==> config.mk <==
export PLATFORM = sky130hd
export DESIGN_NAME = rx_slot_ring_writer
export DESIGN_NICKNAME = d
export VERILOG_FILES = /design/src/rtl/rxb_pkg.sv /design/src/rtl/rxb_slot_ring.sv /design/src/rtl/rxb_frame_writer.sv /design/src/rtl/rx_slot_ring_writer.sv
export SDC_FILE = /design/constraint.sdc
export NUM_CORES = 1
export LEC_CHECK = 0
export BUFFER_PORTS_ARGS = -buffer_cell sky130_fd_sc_hd__buf_2
export CORE_MARGIN = 2
export CORE_UTILIZATION = 39
export DETAILED_ROUTE_END_ITERATION = 8
export PLACE_DENSITY_LB_ADDON = 0.15
export SYNTH_ARGS = -nofsm -noshare
export SYNTH_HDL_FRONTEND = slang
export SYNTH_HIERARCHICAL = 1
export SYNTH_SLANG_ARGS = --single-unit
==> constraint.sdc <==
create_clock -name clk -period 4 [get_ports clk]
set_input_delay 0.6 -clock clk [delete_from_list [all_inputs] [get_ports clk]]
set_output_delay 0.6 -clock clk [all_outputs]
set_load 0.05 [all_outputs]
==> src/rtl/rxb_pkg.sv <==
package rxb_pkg;
  localparam int DATA_W     = 64;
  localparam int ADDR_W     = 32;
  localparam int LEN_W      = 16;
  localparam int PORT_W     = 4;
  localparam int WORD_BYTES = DATA_W / 8;
  localparam int META_OFF   = 0;
  localparam int LINK_OFF   = 8;
  localparam int KEY_OFF    = 64;
  localparam int DATA_OFF   = 128;

  typedef enum logic [1:0] {S_ACCEPT, S_HDR0, S_HDR1} wr_state_t;

  function automatic logic [DATA_W-1:0] pack_hdr0(
      input logic [ADDR_W-1:0] addr, input logic [LEN_W-1:0] len,
      input logic [PORT_W-1:0] port, input logic trunc);
    logic [DATA_W-1:0] w;
    w = '0;
    w[31:0]  = addr;
    w[47:32] = len;
    w[51:48] = port;
    w[52]    = trunc;
    return w;
  endfunction

  function automatic logic [DATA_W-1:0] pack_link(input logic [ADDR_W-1:0] nxt);
    logic [DATA_W-1:0] w;
    w = '0;
    w[31:0] = nxt;
    w[63]   = 1'b1;
    return w;
  endfunction
endpackage

==> src/rtl/rxb_slot_ring.sv <==
module rxb_slot_ring #(
  parameter int MAX_SLOTS = 16,
  localparam int IDX_W = $clog2(MAX_SLOTS),
  localparam int CNT_W = IDX_W + 1
) (
  input  logic             clk,
  input  logic             rst,
  input  logic [CNT_W-1:0] cfg_slots,
  input  logic             commit,
  input  logic             rel_valid,
  input  logic [IDX_W-1:0] rel_idx,
  output logic [IDX_W-1:0] wr_idx,
  output logic [IDX_W-1:0] nxt_idx,
  output logic             full,
  output logic             rel_err
);
  logic [IDX_W-1:0] rd_idx;
  logic [CNT_W-1:0] used;
  logic             rel_ok;

  function automatic logic [IDX_W-1:0] step(input logic [IDX_W-1:0] i,
                                             input logic [CNT_W-1:0] n);
    return ({1'b0, i} + CNT_W'(1) >= n) ? '0 : i + IDX_W'(1);
  endfunction

  assign full    = (used >= cfg_slots);
  assign nxt_idx = step(wr_idx, cfg_slots);
  assign rel_ok  = rel_valid && (used != '0) && (rel_idx == rd_idx);

  always_ff @(posedge clk) begin
    if (rst) begin
      wr_idx  <= '0;
      rd_idx  <= '0;
      used    <= '0;
      rel_err <= 1'b0;
    end else begin
      rel_err <= rel_valid && !rel_ok;
      if (commit) wr_idx <= nxt_idx;
      if (rel_ok) rd_idx <= step(rd_idx, cfg_slots);
      used <= used + CNT_W'(commit) - CNT_W'(rel_ok);
    end
  end
endmodule

==> src/rtl/rxb_frame_writer.sv <==
module rxb_frame_writer
  import rxb_pkg::*;
#(
  parameter int SLOT_BYTES = 2048,
  parameter int IDX_W      = 4,
  parameter int DROP_W     = 16,
  localparam int SLOT_SH    = $clog2(SLOT_BYTES),
  localparam int DATA_WORDS = (SLOT_BYTES - DATA_OFF) / WORD_BYTES,
  localparam int BEAT_W     = $clog2(DATA_WORDS + 1),
  localparam int WSH        = $clog2(WORD_BYTES)
) (
  input  logic              clk,
  input  logic              rst,
  input  logic [ADDR_W-1:0] cfg_base,
  input  logic              in_valid,
  output logic              in_ready,
  input  logic [DATA_W-1:0] in_data,
  input  logic              in_last,
  input  logic [3:0]        in_last_bytes,
  input  logic [PORT_W-1:0] in_port,
  input  logic              full,
  input  logic [IDX_W-1:0]  wr_idx,
  input  logic [IDX_W-1:0]  nxt_idx,
  output logic              commit,
  output logic              mem_wr_en,
  output logic [ADDR_W-1:0] mem_wr_addr,
  output logic [DATA_W-1:0] mem_wr_data,
  output logic [DROP_W-1:0] drop_count
);
  wr_state_t         state;
  logic              in_frame, keep_q, trunc_q;
  logic [BEAT_W-1:0] beat_q;
  logic [LEN_W-1:0]  len_q;
  logic [PORT_W-1:0] port_q;

  logic              fire, start, keep_now, room;
  logic [BEAT_W-1:0] cur_beat;
  logic [LEN_W-1:0]  cur_len;
  logic [PORT_W-1:0] cur_port;
  logic [ADDR_W-1:0] slot_addr, nxt_addr;

  function automatic logic [ADDR_W-1:0] addr_of(input logic [ADDR_W-1:0] b,
                                                input logic [IDX_W-1:0] i);
    return b + (ADDR_W'(i) << SLOT_SH);
  endfunction

  assign in_ready  = (state == S_ACCEPT);
  assign commit    = (state == S_HDR1);
  assign fire      = in_valid && in_ready;
  assign start     = !in_frame;
  assign keep_now  = start ? !full : keep_q;
  assign cur_beat  = start ? '0 : beat_q;
  assign cur_len   = start ? '0 : len_q;
  assign cur_port  = start ? in_port : port_q;
  assign room      = (cur_beat < BEAT_W'(DATA_WORDS));
  assign slot_addr = addr_of(cfg_base, wr_idx);
  assign nxt_addr  = addr_of(cfg_base, nxt_idx);

  always_ff @(posedge clk) begin
    if (rst) begin
      state       <= S_ACCEPT;
      in_frame    <= 1'b0;
      keep_q      <= 1'b0;
      trunc_q     <= 1'b0;
      beat_q      <= '0;
      len_q       <= '0;
      port_q      <= '0;
      mem_wr_en   <= 1'b0;
      mem_wr_addr <= '0;
      mem_wr_data <= '0;
      drop_count  <= '0;
    end else begin
      mem_wr_en <= 1'b0;
      case (state)
        S_ACCEPT: if (fire) begin
          keep_q   <= keep_now;
          port_q   <= cur_port;
          in_frame <= !in_last;
          if (start) begin
            trunc_q <= 1'b0;
            if (!keep_now) drop_count <= drop_count + DROP_W'(1);
          end
          if (room) begin
            beat_q <= cur_beat + BEAT_W'(1);
            len_q  <= cur_len + LEN_W'(in_last ? in_last_bytes : 4'd8);
            if (keep_now) begin
              mem_wr_en   <= 1'b1;
              mem_wr_addr <= slot_addr + ADDR_W'(DATA_OFF) + (ADDR_W'(cur_beat) << WSH);
              mem_wr_data <= in_data;
            end
          end else begin
            beat_q  <= cur_beat;
            len_q   <= cur_len;
            trunc_q <= 1'b1;
          end
          if (in_last && keep_now) state <= S_HDR0;
        end
        S_HDR0: begin
          mem_wr_en   <= 1'b1;
          mem_wr_addr <= slot_addr + ADDR_W'(META_OFF);
          mem_wr_data <= pack_hdr0(slot_addr, len_q, port_q, trunc_q);
          state       <= S_HDR1;
        end
        S_HDR1: begin
          mem_wr_en   <= 1'b1;
          mem_wr_addr <= slot_addr + ADDR_W'(LINK_OFF);
          mem_wr_data <= pack_link(nxt_addr);
          state       <= S_ACCEPT;
        end
        default: state <= S_ACCEPT;
      endcase
    end
  end
endmodule

==> src/rtl/rx_slot_ring_writer.sv <==
module rx_slot_ring_writer
  import rxb_pkg::*;
#(
  parameter int SLOT_BYTES = 2048,
  parameter int MAX_SLOTS  = 16,
  parameter int DROP_W     = 16,
  localparam int IDX_W = $clog2(MAX_SLOTS),
  localparam int CNT_W = IDX_W + 1
) (
  input  logic              clk,
  input  logic              rst,
  input  logic [ADDR_W-1:0] cfg_base,
  input  logic [CNT_W-1:0]  cfg_slots,
  input  logic              in_valid,
  output logic              in_ready,
  input  logic [DATA_W-1:0] in_data,
  input  logic              in_last,
  input  logic [3:0]        in_last_bytes,
  input  logic [PORT_W-1:0] in_port,
  input  logic              rel_valid,
  input  logic [IDX_W-1:0]  rel_idx,
  output logic              rel_err,
  output logic              mem_wr_en,
  output logic [ADDR_W-1:0] mem_wr_addr,
  output logic [DATA_W-1:0] mem_wr_data,
  output logic [DROP_W-1:0] drop_count
);
  logic [IDX_W-1:0] wr_idx, nxt_idx;
  logic             full, commit;

  rxb_slot_ring #(.MAX_SLOTS(MAX_SLOTS)) u_ring (
    .clk(clk), .rst(rst), .cfg_slots(cfg_slots), .commit(commit),
    .rel_valid(rel_valid), .rel_idx(rel_idx), .wr_idx(wr_idx),
    .nxt_idx(nxt_idx), .full(full), .rel_err(rel_err)
  );

  rxb_frame_writer #(.SLOT_BYTES(SLOT_BYTES), .IDX_W(IDX_W), .DROP_W(DROP_W)) u_wr (
    .clk(clk), .rst(rst), .cfg_base(cfg_base), .in_valid(in_valid),
    .in_ready(in_ready), .in_data(in_data), .in_last(in_last),
    .in_last_bytes(in_last_bytes), .in_port(in_port), .full(full),
    .wr_idx(wr_idx), .nxt_idx(nxt_idx), .commit(commit),
    .mem_wr_en(mem_wr_en), .mem_wr_addr(mem_wr_addr),
    .mem_wr_data(mem_wr_data), .drop_count(drop_count)
  );
endmodule

# After elaboration in Yosys (flattened, before gate mapping)
# Cells that the tools add are included.
[classes] n_bitwise=2 reduce_logical=18 n_addsub=14 magnitude_cmp=4 n_eq_ne=8 mux=25
[ops] op="$mux 64" count=3
[ops] op="$pmux 64 s3" count=1
[ops] op="$mux 32" count=3
[ops] op="$pmux 32 s3" count=1
[ops] op="$add 32x15->32" count=2
[ops] op="$add 32x11->32" count=1
[ops] op="$add 32x4->32 const B" count=1
[ops] op="$add 32x8->32 const B" count=1
[ops] op="$mux 16" count=2
[ops] op="$add 16x1->16 const B" count=1
[ops] op="$add 16x16->16" count=1
[ops] op="$mux 8" count=2
[ops] op="$ge 5x5->1" count=3
[ops] op="$mux 4" count=3
[ops] op="$add 4x1->5 const B" count=2
[ops] op="$ne 2x2->1 const B" count=5
[ops] op="$add 4x1->4 const B" count=2
[ops] op="$add 8x1->8 const B" count=1
[ops] op="$lt 8x8->1 const B" count=1
[ops] op="$reduce_and 4->1" count=2
[ops] op="$mux 1" count=6
[ops] op="$reduce_and 3->1" count=2
[ops] op="$add 5x1->5" count=1
[ops] op="$logic_and 1x1->1" count=5
[ops] op="other kinds (14)" count=19
[word_totals] wordCells=86 output_inout_bits=115 input_bits=118 ff_bits=160

# Logic depth before layout (Yosys ltp)
# Gate-level depths: netlist (run 1).
[depth] word_depth=7 ltp_mapped=17 mapped_depth_nobuf=17

# Cells and area by module
# Netlist (run 1), hierarchy kept.
[by_module_without_submodules] mod="rxb_frame_writer" seq_area_each_um2=2922.8 cells_per_inst=1235 area_per_inst_um2=9444.1 instances=1
[by_module_without_submodules] mod="rxb_slot_ring" seq_area_each_um2=280.3 cells_per_inst=135 area_per_inst_um2=1179.9 instances=1

# Worst setup path before layout (run 1)
# OpenSTA, ideal clock, no wires.
[synth_path] kind="register to register" from="reg u_wr.in_frame" to="reg u_wr.mem_wr_addr[30]" path_slack_ps=381 t_required_ps=3878 stages_incl_launch_ff=15 setup_time_ps=122 arrival_ps=3497 n_path_buf=3 synth_period_minus_slack_ps=3619 cell_sequence="dfxtp_1 clkbuf_1 clkbuf_1 clkbuf_1 and2_1 ha_1 ha_1 and3_1 a221oi_1 or3_1 nor4_2 nand3_1 or3_1 a32oi_1 o21ai_1"
[synth_between] elab_chain_cells=6 word_cells_on_any_way=11 classes_between="1 x add/sub; 1 x order compare; 2 x eq/ne; 6 x mux; 1 x reduce/logical"
[synth_lines] element="start, declared" line="rxb_frame_writer.sv:31" source="logic in_frame, keep_q, trunc_q;"
[synth_lines] element="start signal, assigned" line="rxb_frame_writer.sv:78" source="in_frame <= !in_last;"
[synth_lines] element="$mux 8" line="rxb_frame_writer.sv:52" source="assign cur_beat = start ? '0 : beat_q;"
[synth_lines] element="$add 32x11->32" line="rxb_frame_writer.sv:88" source="mem_wr_addr <= slot_addr + ADDR_W'(DATA_OFF) + (ADDR_W'(cur_beat) << WSH);"
[synth_lines] element="$mux 32" line="rxb_frame_writer.sv:86" source="if (keep_now) begin"
[synth_lines] element="$mux 32" line="rxb_frame_writer.sv:83" source="if (room) begin"
[synth_lines] element="$mux 32" line="rxb_frame_writer.sv:75" source="S_ACCEPT: if (fire) begin"
[synth_lines] element="$pmux 32 s3" line="rxb_frame_writer.sv:74" source="case (state)"
[synth_lines] element="end signal, assigned" line="rxb_frame_writer.sv:88"
[synth_lines] element="end signal, assigned" line="rxb_frame_writer.sv:100" source="mem_wr_addr <= slot_addr + ADDR_W'(META_OFF);"
[synth_lines] element="end signal, assigned" line="rxb_frame_writer.sv:106" source="mem_wr_addr <= slot_addr + ADDR_W'(LINK_OFF);"
[synth_lines] element="end, declared" line="rxb_frame_writer.sv:26" source="output logic [ADDR_W-1:0] mem_wr_addr,"
# Several ways; a longest one is shown, not always the timed one. The select of a mux whose other input is x is not followed.
# A chain may end at the register's enable or synchronous reset.

# Worst setup path after layout (run 1)
[layout_path] from="reg u_ring.wr_idx[1]" to="reg u_wr.mem_wr_data[21]"
[layout_between] elab_chain_cells=5 word_cells_on_any_way=7 classes_between="4 x add/sub; 1 x order compare; 2 x mux"
[layout_lines] element="start, declared" line="rxb_slot_ring.sv:12" source="output logic [IDX_W-1:0] wr_idx,"
[layout_lines] element="start signal, assigned" line="rxb_slot_ring.sv:38" source="if (commit) wr_idx <= nxt_idx;"
[layout_lines] element="$add 4x1->5" line="rxb_slot_ring.sv:23" source="return ({1'b0, i} + CNT_W'(1) >= n) ? '0 : i + IDX_W'(1);"
[layout_lines] element="$ge 5x5->1" line="rxb_slot_ring.sv:23"
[layout_lines] element="$mux 4" line="rxb_slot_ring.sv:23"
[layout_lines] element="net nxt_idx[0]" line="rx_slot_ring_writer.sv:28" source="logic [IDX_W-1:0] wr_idx, nxt_idx;"
[layout_lines] element="$add 32x15->32" line="rxb_frame_writer.sv:44" source="return b + (ADDR_W'(i) << SLOT_SH);"
[layout_lines] element="$pmux 64 s3" line="rxb_frame_writer.sv:74"
[layout_lines] element="end signal, assigned" line="rxb_frame_writer.sv:89" source="mem_wr_data <= in_data;"
[layout_lines] element="end signal, assigned" line="rxb_frame_writer.sv:101" source="mem_wr_data <= pack_hdr0(slot_addr, len_q, port_q, trunc_q);"
[layout_lines] element="end signal, assigned" line="rxb_frame_writer.sv:107" source="mem_wr_data <= pack_link(nxt_addr);"
[layout_lines] element="end, declared" line="rxb_frame_writer.sv:27" source="output logic [DATA_W-1:0] mem_wr_data,"
# The timed path passes the listed nets, and every way through them passes these cells.

==> flow_metrics.env, run 1 <==
export IMPL_pwr_share_clk_pct=26.6
export IMPL_mappedNetlistNets=1551
export IMPL_grt_antenna_before_repair=4
export IMPL_synth_area_leader_cell="dfxtp_1"
export IMPL_synthCells=1370
export IMPL_synth_main_ff_cell="dfxtp_1"
export IMPL_place_gp_congestion=0.895
export IMPL_setup_viol=0
export IMPL_max_cap_viol_count=0
export IMPL_dieWidth_um=169
export IMPL_design_portCount=233
export IMPL_power_leakage_nw=5.38
export IMPL_route_final_wire_length_mm=34.3
export IMPL_detailroute_wirelength_met2_mm=15.4
export IMPL_highest_signal_layer="met5"
export IMPL_drt_pass1_iter_count=5
export IMPL_timing_worst_setup_path_type="reg -> reg"
export IMPL_outcome="finished clean"
export IMPL_yosys_warnings=6
export IMPL_grtUsageTotal_pct=23.7
export IMPL_clock_tree_buffer_depth=2
export IMPL_required_time_of_the_critical_path_ns=4.27
export IMPL_largest_net_degree_at_the_start_of_global_routing=117
export IMPL_mappedNetlistArea_um2=10600
export IMPL_port_buffer_count=232
export IMPL_swShare_pct=44.7
export IMPL_regToRegEndpoint="u_wr/mem_wr_data[21]$_SDFFE_PP0P_"
export IMPL_cts_tree="built"
export IMPL_wire_length_of_the_first_global_routing_pass_mm=54.6
export IMPL_sequential_to_total_area_share_from_yosys_stat_pct=30.1
export IMPL_final_hold_viol_count=0
export IMPL_worst_r2r_cell_count=17
export IMPL_placement_cell_area_um2=12100
export IMPL_cts_clk_slew_worst_paths_ns=0.07
export IMPL_totalPowerFinal_mw=6.06
export IMPL_synthDistinctLibCells=84
export IMPL_antenna_cells=0
export IMPL_final_core_utilization_pct=47.3
export IMPL_kind_of_capture_point_of_the_worst_setup_path="flip-flop"
export IMPL_post_cts_setup_buffer_count=0
export IMPL_crit_fanout=7
export IMPL_cts_max_level=4
export IMPL_timing_hold_worst_start="in_data[50]"
export IMPL_tritoncts_num_buffers=17
export IMPL_worst_setup_path_start_kind="flip-flop"
export IMPL_routed_wire_length_per_instance_um=17.9
export IMPL_met3RoutedLength_mm=2.25
export IMPL_async_flop_share_pct=0
export IMPL_design_area_um2=12700
export IMPL_power_switching_mw=2.71
export IMPL_ant_nets_after_route=0
export IMPL_fin_skew_ns=0.0134
export IMPL_floorplan_die_height_um=169
export IMPL_detail_route_vias_per_cell=5.56
export IMPL_holdPathEnd="u_wr/mem_wr_data[50]$_SDFFE_PP0P_"
export IMPL_post_dp_hpwl_mm=25.2
export IMPL_design_die_area_um2=28600
export IMPL_crit_reg2reg_launch="u_ring/wr_idx[1]$_SDFFE_PP0P_"
export IMPL_post_route_drc_count=0
export IMPL_grt_remaining_overflow=0
export IMPL_synthTopCellsByArea="dfxtp_1 (30%), ha_1 (6.8%), nor2_1 (5.8%)"
export IMPL_timing_max_slew_rel_slack_pct=37.4
export IMPL_cts_resized_gates=0
export IMPL_power_per_cell_area_nw_per_um2=476
export IMPL_ys_seq_elements=160
export IMPL_hold_depth=3
export IMPL_peak_freq_ghz=0.269
export IMPL_cts_hold_buffers_added=0
export IMPL_core_rowCount=60
export IMPL_worst_slew_pin_transition_ns=0.940
export IMPL_finalNetCount=1746
export IMPL_mean_cell_area_of_the_mapped_netlist_um2=7.75
export IMPL_yosysTopAreaCellShare_pct=30.1
export IMPL_floorplan_core_area_um2=26900
export IMPL_arrival_ns=3.99
export IMPL_slew_viol_final=0
export IMPL_clock_sink_count=160
export IMPL_master_cell_of_the_clock_root_buffer="clkbuf_16"
export IMPL_drtIter0Drc=744
export IMPL_final_min_clock_period_ns=3.72
export IMPL_insertion_delay_ns=0.43
export IMPL_wl_met1_mm=16.1
export IMPL_synth_edf_count=0
export IMPL_final_layout_size_suffix_gt1_share_pct=22.1
export IMPL_via_count=10700
export IMPL_max_vdd_ir_drop_uv=206
export IMPL_cell_internal_pwr_mw=3.35
export IMPL_area_growth_syn_to_layout_pct=19.8
export IMPL_pwr_share_seq_pct=32.8
export IMPL_share_comb_of_total_power_pct=40.7
export IMPL_worst_hold_path_type="in -> reg"
export IMPL_first_global_vias=10100
export IMPL_rsz0062_at_grt="yes"
export IMPL_floorplan_initialDensity_pct=39.5
export IMPL_share_of_the_clock_period_used_by_the_worst_path_pct=93.0
export IMPL_setup_reg_to_reg_worst_slack_ns=0.28
## power by group through the flow
stage	clock network [mW]	logic, mW	registers, mW
finish	1.61	2.46	1.99
floorplan	0	1.02	2.77
CTS	1.65	2.47	1.98
global route	1.72	2.65	2.01
global placement	0	2.45	2.01
detailed placement	0	2.46	2.02
## cell usage after synthesis (all sizes together) (7+ instances only)
cell type and number:
nand3 73, ha 58, a21o 14, inv 44, and2 16, buf 20
nand4 21, a221oi 19, dfxtp 160, xnor2 59, o21ai 42, or3 13
a211oi 32, a311oi 27, nor4 11, nand2b 10, nor3 44, a221o 7
nor2 164, a31oi 11, nand2 146, o21bai 7, or2 10, o211ai 23
a21oi 106, xor2 42, nor2b 9, and3 22, o221ai 8, clkbuf 74
## sequential cells by signal, indices dropped and copies added (netlist names), 2 cells and up
name / flops
u_ring/rd_idx: 4
u_ring/used: 5
u_ring/wr_idx: 4
u_wr/beat_q: 8
u_wr/drop_count: 16
u_wr/len_q: 16
u_wr/mem_wr_addr: 32
u_wr/mem_wr_data: 64
u_wr/port_q: 4
u_wr/state: 2
## routing by layer
layer,track usage [%],up-vias
li1,-,5324
met1,32.6,4979
met4,6.69,4
met2,38.0,326
met3,4.51,37
met5,0,-
## kinds of logic (layout without fill, tap and decap cells)
family | Yosys count | count (layout) | share of synthesized area, %
DFF | 160 | 160 | 30.1
buffers and inverters | 138 | 346 | 5.48
xor gates and xnor gates | 101 | 101 | 8.33
and+or+nand+nor | 558 | 558 | 25.5
adders and majority gates | 63 | 63 | 7.77
muxes | 5 | 5 | 0.471
AOI/OAI and AO/OA | 345 | 345 | 22.3
## through the flow
step / hold slack (ns) / setup TNS, ns / worst slack [ns] / instances
finish: 0.431 / 0 / 0.282 / 1919
global route: 0.426 / -0.0250 / -0.0133 / 1919
CTS: 0.416 / 0 / 0.0696 / 1919
detailed placement: 0.443 / 0 / 0.0880 / 1887
global placement: 0.436 / 0 / 0.175 / 1887
floorplan: 0.437 / 0 / 0.381 / 1370
## how the worst max path moves through the flow
| stage | startpoint | endpoint | slack [ns] | cells after the start |
|---|---|---|---|---|
| 3_3_place_gp | cfg_slots[0] | u_wr/mem_wr_data[25]$_SDFFE_PP0P_ | 0.18 | 17 |
| 4_1_cts | u_ring/wr_idx[1]$_SDFFE_PP0P_ | u_wr/mem_wr_data[25]$_SDFFE_PP0P_ | 0.07 | 17 |
| 3_5_place_dp | u_ring/wr_idx[1]$_SDFFE_PP0P_ | u_wr/mem_wr_data[25]$_SDFFE_PP0P_ | 0.09 | 17 |
| 6_report | u_ring/wr_idx[1]$_SDFFE_PP0P_ | u_wr/mem_wr_data[21]$_SDFFE_PP0P_ | 0.28 | 17 |
| 5_1_grt | u_ring/wr_idx[1]$_SDFFE_PP0P_ | u_wr/mem_wr_data[18]$_SDFFE_PP0P_ | -0.01 | 17 |
| 2_1_floorplan | u_wr/in_frame$_SDFFE_PP0P_ | u_wr/mem_wr_addr[30]$_SDFFE_PP0P_ | 0.38 | 14 |
## final cells by class
cell class	instances	area, µm²
clock inverters	14	140
fillers	2720	14200
inverters	44	165
multi-input cells	1072	6890
well taps	341	427
clock buffers	18	429
repair buffers	270	1470
flip-flops and latches	160	3200
## worst max-delay path, stage by stage, from the launching register on
cell and delay, ns:
dfxtp_1 0.43, ha_2 0.28, xor2_1 0.22, ha_1 0.19
a21o_1 0.13, o21bai_1 0.13, a21o_2 0.23, nor2_1 0.06
ha_1 0.20, fa_1 0.41, a21o_1 0.19, a21oi_2 0.23
buf_4 0.18, nor2b_1 0.04, a21oi_1 0.22, nor2_1 0.06
o211ai_1 0.22, a311oi_1 0.14
## cells in the final DEF (no fill, tap or decap), types with 7 or more instances in the layout
cell type and n:
a211oi_1 30, a21o_1 12, a21oi_1 102, a221o_1 7
a221oi_1 19, a311oi_1 27, a31oi_1 10, and2_1 16
and3_1 22, buf_2 231, buf_4 37, clkbuf_16 17
dfxtp_1 160, ha_1 55, inv_1 43, nand2_1 145
nand2b_1 10, nand3_1 72, nand4_1 21, nor2_1 162
nor2b_1 9, nor3_1 39, nor4_1 7, o211ai_1 23
o21ai_0 36, o21bai_1 7, o221ai_1 8, or2_2 8
or3_1 13, xnor2_1 58, xor2_1 42
Power figures use the tool's default switching activity.
==> run 2: changes to the inputs <==
CORE_ASPECT_RATIO = 1.25   (was default)
==> flow_metrics.env, run 2 (synthesized netlist as in run 1, its figures left out) <==
export IMPL_core_rowCount=67
export IMPL_peak_freq_ghz=0.262
export IMPL_critical_path_cell_chain="nand3_1 -> xnor2_1 -> ha_1 -> a21o_1 -> o21bai_1 -> a21o_1 -> nor2_1 -> ha_1 -> a21o_1 -> a21oi_1 -> o21ba_2 -> o21ai_0 -> and3_1 -> o21ai_0 -> o211ai_1 -> a21oi_1"
export IMPL_dieWidth_um=152
export IMPL_max_stage_delay_ns=0.42
export IMPL_largest_register_ffs=64
export IMPL_post_dp_hpwl_mm=24.8
export IMPL_placement_cell_area_um2=12100
export IMPL_route_final_wire_length_mm=34.0
export IMPL_max_vdd_ir_drop_uv=296
export IMPL_insertion_delay_ns=0.44
export IMPL_kind_of_capture_point_of_the_worst_setup_path="flip-flop"
export IMPL_cts_clk_slew_worst_paths_ns=0.07
export IMPL_cp_buffers_inverters=0
export IMPL_crit_fanout=7
export IMPL_post_route_drc_count=0
export IMPL_first_global_vias=10200
export IMPL_routed_wire_length_per_instance_um=17.7
export IMPL_worst_hold_path_type="in -> reg"
export IMPL_required_time_of_the_critical_path_ns=4.36
export IMPL_master_cell_of_the_clock_root_buffer="clkbuf_16"
export IMPL_port_buffer_count=232
export IMPL_drtIter0Drc=613
export IMPL_largest_register="u_wr/mem_wr_data"
export IMPL_cts_max_level=4
export IMPL_final_hold_viol_count=0
export IMPL_final_layout_size_suffix_gt1_share_pct=21.6
export IMPL_timing_max_slew_rel_slack_pct=39.2
export IMPL_clock_sink_count=160
export IMPL_holdWs_ns=0.403
export IMPL_slew_viol_final=0
export IMPL_grt_antenna_before_repair=1
export IMPL_final_min_clock_period_ns=3.82
export IMPL_worst_slew_pin_transition_ns=0.912
export IMPL_design_area_um2=12700
export IMPL_critPathTopFamily="compound AO/OA/AOI/OAI gates"
export IMPL_worst_r2r_cell_count=16
export IMPL_largestRegisters="u_wr/mem_wr_data (64), u_wr/mem_wr_addr (32)"
export IMPL_max_cap_viol_count=0
export IMPL_worst_path_stages=16
export IMPL_wire_length_of_the_first_global_routing_pass_mm=53.1
export IMPL_arrival_ns=4.18
export IMPL_gr_usage_met3_pct=4.82
export IMPL_cts_tree="built"
export IMPL_largest_net_degree_at_the_start_of_global_routing=81
export IMPL_detail_route_vias_per_cell=5.56
export IMPL_drt_pass1_iter_count=5
export IMPL_design_die_area_um2=28600
export IMPL_hold_depth=3
export IMPL_fin_skew_ns=0.0118
export IMPL_globalRouteMet1Util_pct=30.4
export IMPL_grtUsageTotal_pct=23.4
export IMPL_power_per_cell_area_nw_per_um2=484
export IMPL_final_cell_mix="buf_2 (231), nor2_1 (162), dfxtp_1 (159)"
export IMPL_grtUsageMet2_pct=38.8
export IMPL_global_route_peak_usage_layer="met2"
export IMPL_ant_nets_after_route=0
export IMPL_power_leakage_nw=5.39
export IMPL_floorplan_initialDensity_pct=39.6
export IMPL_tritoncts_num_buffers=17
export IMPL_place_gp_congestion=0.924
export IMPL_setup_viol=0
export IMPL_floorplan_die_height_um=189
export IMPL_worst_path_max_delay_cell="dfxtp_1"
export IMPL_cts_hold_buffers_added=0
export IMPL_outcome="finished clean"
export IMPL_crit_top_cell="a21o_1"
export IMPL_area_growth_syn_to_layout_pct=19.8
export IMPL_floorplan_core_area_um2=26800
export IMPL_share_of_the_clock_period_used_by_the_worst_path_pct=95.6
export IMPL_final_core_utilization_pct=47.5
export IMPL_worst_setup_path_start_kind="flip-flop"
export IMPL_design_portCount=233
export IMPL_timing_worst_setup_path_type="reg -> reg"
export IMPL_grt_remaining_overflow=0
export IMPL_layout_cells_most_common="buf_2"
export IMPL_clock_tree_buffer_depth=2
export IMPL_finalNetCount=1743
export IMPL_via_count=10700
[run 2: cell count changes in the layout (fill, tap and decap cells not counted), moves of 2 or more]
cell,change
a21oi_1,+2
a21oi_2,-2
buf_12,+2
buf_4,-4
bufinv_16,+3
clkbuf_8,+3
clkinv_2,+3
clkinvlp_4,-3
inv_8,-6
[run 2: through the flow]
| stage | total power [mW] | cells | TNS [ns] | worst slack [ns] |
|---|---|---|---|---|
| 6_report | 6.16 | 1919 | 0 | 0.177 |
| 5_1_grt | 6.49 | 1918 | -0.275 | -0.0763 |
| 4_1_cts | 6.21 | 1916 | 0 | 0.0991 |
| 3_5_place_dp | 4.48 | 1886 | 0 | 0.132 |
| 3_3_place_gp | 4.45 | 1886 | 0 | 0.201 |
| 2_1_floorplan | 3.78 | 1370 | 0 | 0.381 |
[run 2: worst reg2reg max path, stage by stage, from the launching register on]
cell and delay (ns):
dfxtp_1 0.42, nand3_1 0.13, xnor2_1 0.28, ha_1 0.31
a21o_1 0.20, o21bai_1 0.18, a21o_1 0.22, nor2_1 0.19
ha_1 0.27, a21o_1 0.18, a21oi_1 0.20, o21ba_2 0.25
o21ai_0 0.09, and3_1 0.19, o21ai_0 0.36, o211ai_1 0.15
a21oi_1 0.15
[run 2: path summary, 6_finish.rpt]
check,start,to,slack (ns)
setup / recovery,u_ring/wr_idx[2]$_SDFFE_PP0P_,u_wr/mem_wr_data[16]$_SDFFE_PP0P_,0.18
hold / removal,in_port[3],u_wr/port_q[3]$_SDFFE_PP0P_,0.40
setup reg to reg,u_ring/wr_idx[2]$_SDFFE_PP0P_,u_wr/mem_wr_data[16]$_SDFFE_PP0P_,0.18
hold reg to reg,u_wr/mem_wr_addr[9]$_SDFFE_PP0P_,u_wr/mem_wr_addr[9]$_SDFFE_PP0P_,0.45
[run 2: routing by layer]
layer | up-vias | share of wire [%]
li1 | 5323 | -
met1 | 4937 | 45
met2 | 351 | 46
met3 | 49 | 6.8
met4 | 2 | 2.1
met5 | - | 0.032
[run 2: where the power goes]
part	switching [mW]	leakage (nW)	total, mW	internal, mW
clock network	0.689	0.296	1.71	1.03
registers	0.136	1.31	1.98	1.85
logic	1.79	3.78	2.46	0.679
total	2.61	5.39	6.16	3.55
[run 2: timing repair]
item                                    in CTS  in global routing
setup buffers                                0                  2
gates resized for setup                      0                  3
endpoints found under the hold margin        0                  0
endpoints found under the setup margin       0                 16
[run 2: final cells by class]
cell class,count,area [µm²]
Sequential cell,160,3200
Clock inverter,9,130
Tap cell,345,432
Multi-Input combinational cell,1072,6860
Fill cell,2780,14100
Antenna cell,1,2.50
Timing Repair Buffer,267,1460
Inverter,44,165
Clock buffer,21,470
==> run 3: changes to the inputs <==
REMOVE_ABC_BUFFERS = 1   (was default)
==> flow_metrics.env, run 3 (synthesized netlist as in run 1, its figures left out) <==
export IMPL_critical_path_cell_chain="nand3_1 -> xnor2_2 -> ha_1 -> a21o_1 -> o21bai_1 -> a21o_1 -> nor2_1 -> ha_1 -> fa_1 -> a21o_1 -> a21oi_1 -> buf_4 -> nor2_2 -> a31oi_1 -> a21oi_1 -> a211oi_1 -> a21oi_1 -> a211oi_1"
export IMPL_core_rowCount=67
export IMPL_power_leakage_nw=5.36
export IMPL_design_area_um2=12700
export IMPL_dieWidth_um=152
export IMPL_final_hold_viol_count=0
export IMPL_share_of_the_clock_period_used_by_the_worst_path_pct=94.2
export IMPL_final_cell_mix="buf_2 (231), nor2_1 (162), dfxtp_1 (159)"
export IMPL_post_cts_setup_buffer_count=0
export IMPL_worst_path_stages=18
export IMPL_floorplan_initialDensity_pct=39.6
export IMPL_peak_freq_ghz=0.266
export IMPL_finalNetCount=1744
export IMPL_worst_slew_pin_transition_ns=0.918
export IMPL_crit_reg2reg_launch="u_ring/wr_idx[2]$_SDFFE_PP0P_"
export IMPL_clock_tree_buffer_depth=2
export IMPL_required_time_of_the_critical_path_ns=4.34
export IMPL_cts_max_level=4
export IMPL_max_stage_delay_ns=0.43
export IMPL_timing_hold_worst_start="in_port[3]"
export IMPL_worst_path_max_delay_cell="dfxtp_1"
export IMPL_fin_tns_setup_ns=0
export IMPL_drtIter0Drc=537
export IMPL_final_layout_size_suffix_gt1_share_pct=21.7
export IMPL_drt_pass1_iter_count=5
export IMPL_largest_register="u_wr/mem_wr_data"
export IMPL_fin_skew_ns=0.0111
export IMPL_port_buffer_count=232
export IMPL_cts_tree="built"
export IMPL_max_vdd_ir_drop_uv=261
export IMPL_critPathTopFamily="compound AO/OA/AOI/OAI gates"
export IMPL_routed_wire_length_per_instance_um=17.2
export IMPL_ant_nets_after_route=0
export IMPL_max_cap_viol_count=0
export IMPL_cts_clk_slew_worst_paths_ns=0.06
export IMPL_largest_register_ffs=64
export IMPL_rsz0062_at_grt="yes"
export IMPL_grtUsageTotal_pct=22.8
export IMPL_worst_setup_path_start_kind="flip-flop"
export IMPL_crit_fanout=7
export IMPL_regToRegEndpoint="u_wr/mem_wr_data[25]$_SDFFE_PP0P_"
export IMPL_cts_hold_buffers_added=0
export IMPL_final_min_clock_period_ns=3.77
export IMPL_insertion_delay_ns=0.43
export IMPL_setup_reg_to_reg_worst_slack_ns=0.23
export IMPL_design_portCount=233
export IMPL_timing_worst_setup_path_type="reg -> reg"
export IMPL_detail_route_vias_per_cell=5.57
export IMPL_worst_hold_path_type="in -> reg"
export IMPL_area_growth_syn_to_layout_pct=19.4
export IMPL_floorplan_core_area_um2=26800
export IMPL_largestRegisters="u_wr/mem_wr_data (64), u_wr/mem_wr_addr (32)"
export IMPL_power_per_cell_area_nw_per_um2=468
export IMPL_largest_net_degree_at_the_start_of_global_routing=91
export IMPL_post_route_drc_count=0
export IMPL_wire_length_of_the_first_global_routing_pass_mm=52.0
export IMPL_setup_viol=0
export IMPL_grt_antenna_before_repair=2
export IMPL_kind_of_capture_point_of_the_worst_setup_path="flip-flop"
export IMPL_floorplan_die_height_um=189
export IMPL_design_die_area_um2=28600
export IMPL_via_count=10700
export IMPL_route_final_wire_length_mm=33.1
export IMPL_outcome="finished clean"
export IMPL_slew_viol_final=0
export IMPL_tritoncts_num_buffers=17
export IMPL_cts_resized_gates=0
export IMPL_cp_buffers_inverters=1
export IMPL_place_gp_congestion=0.879
export IMPL_worst_r2r_cell_count=18
export IMPL_layout_cells_most_common="buf_2"
export IMPL_arrival_ns=4.11
export IMPL_holdPathEnd="u_wr/port_q[3]$_SDFFE_PP0P_"
export IMPL_first_global_vias=10000
export IMPL_post_dp_hpwl_mm=24.0
export IMPL_clock_sink_count=160
export IMPL_placement_cell_area_um2=12100
export IMPL_timing_max_slew_rel_slack_pct=38.6
export IMPL_grt_remaining_overflow=0
export IMPL_hold_depth=3
export IMPL_master_cell_of_the_clock_root_buffer="clkbuf_16"
==> run 3: changes by cell type in the layout (fill, tap and decap cells not counted), moves of 2 or more <==
cell,before,now
clkinv_2,3,1
bufinv_16,3,0
clkbuf_1,1,3
clkinvlp_4,1,4
clkinv_4,0,2
clkbuf_8,3,1
==> run 3: cell type report <==
| cell class | count | area, µm² |
|---|---|---|
| fillers | 2785 | 14100 |
| multi-input cells | 1072 | 6880 |
| flip-flops and latches | 160 | 3200 |
| repair buffers | 268 | 1470 |
| clock buffers | 21 | 450 |
| well taps | 345 | 432 |
| inverters | 44 | 165 |
| clock inverters | 10 | 78.8 |
| diodes | 1 | 2.50 |
==> run 3: worst max path at each step <==
stage                                  start                                end  slack, ns
2_1_floorplan                   cfg_slots[0]  u_wr/mem_wr_addr[19]$_SDFFE_PP0P_      -3.75
3_3_place_gp   u_ring/wr_idx[0]$_SDFFE_PP0P_  u_wr/mem_wr_data[25]$_SDFFE_PP0P_       0.20
3_5_place_dp   u_ring/wr_idx[0]$_SDFFE_PP0P_  u_wr/mem_wr_data[25]$_SDFFE_PP0P_       0.08
4_1_cts        u_ring/wr_idx[0]$_SDFFE_PP0P_  u_wr/mem_wr_data[25]$_SDFFE_PP0P_       0.03
5_1_grt        u_ring/wr_idx[2]$_SDFFE_PP0P_  u_wr/mem_wr_data[25]$_SDFFE_PP0P_      -0.07
6_report       u_ring/wr_idx[2]$_SDFFE_PP0P_  u_wr/mem_wr_data[25]$_SDFFE_PP0P_       0.23
==> run 3: power by group <==
part	internal [mW]	total (mW)	leakage (nW)	switching, mW
sequential	1.84	1.98	1.31	0.133
clock	0.814	1.52	0.247	0.706
combinational	0.680	2.44	3.80	1.76
total	3.34	5.94	5.36	2.60
==> run 3: per-layer routing <==
metal / share of wire [%] / up-vias / track usage (%)
li1: - / 5321 / -
met1: 45 / 5033 / 29.5
met2: 48 / 310 / 38.3
met3: 5.8 / 41 / 4.29
met4: 2.0 / 2 / 6.91
met5: 0.036 / - / 0
==> run 3: stage by stage <==
step | hold WS (ns) | util [%] | setup WS (ns) | std cells | total power [mW]
final | 0.407 | 47.3 | 0.234 | 1921 | 5.94
after global routing | 0.390 | 47.3 | -0.0744 | 1920 | 6.28
after floorplan | 0.431 | - | -3.75 | 1276 | 3.77
after global placement | 0.436 | 45.2 | 0.203 | 1889 | 4.44
after detailed placement | 0.440 | 45.2 | 0.0833 | 1889 | 4.46
after CTS | 0.380 | 47.2 | 0.0268 | 1920 | 6.01
==> run 3: tightest hold or removal path, stage by stage <==
cell,delay (ns)
buf_2,0.09
nand2_1,0.04
a21oi_1,0.05
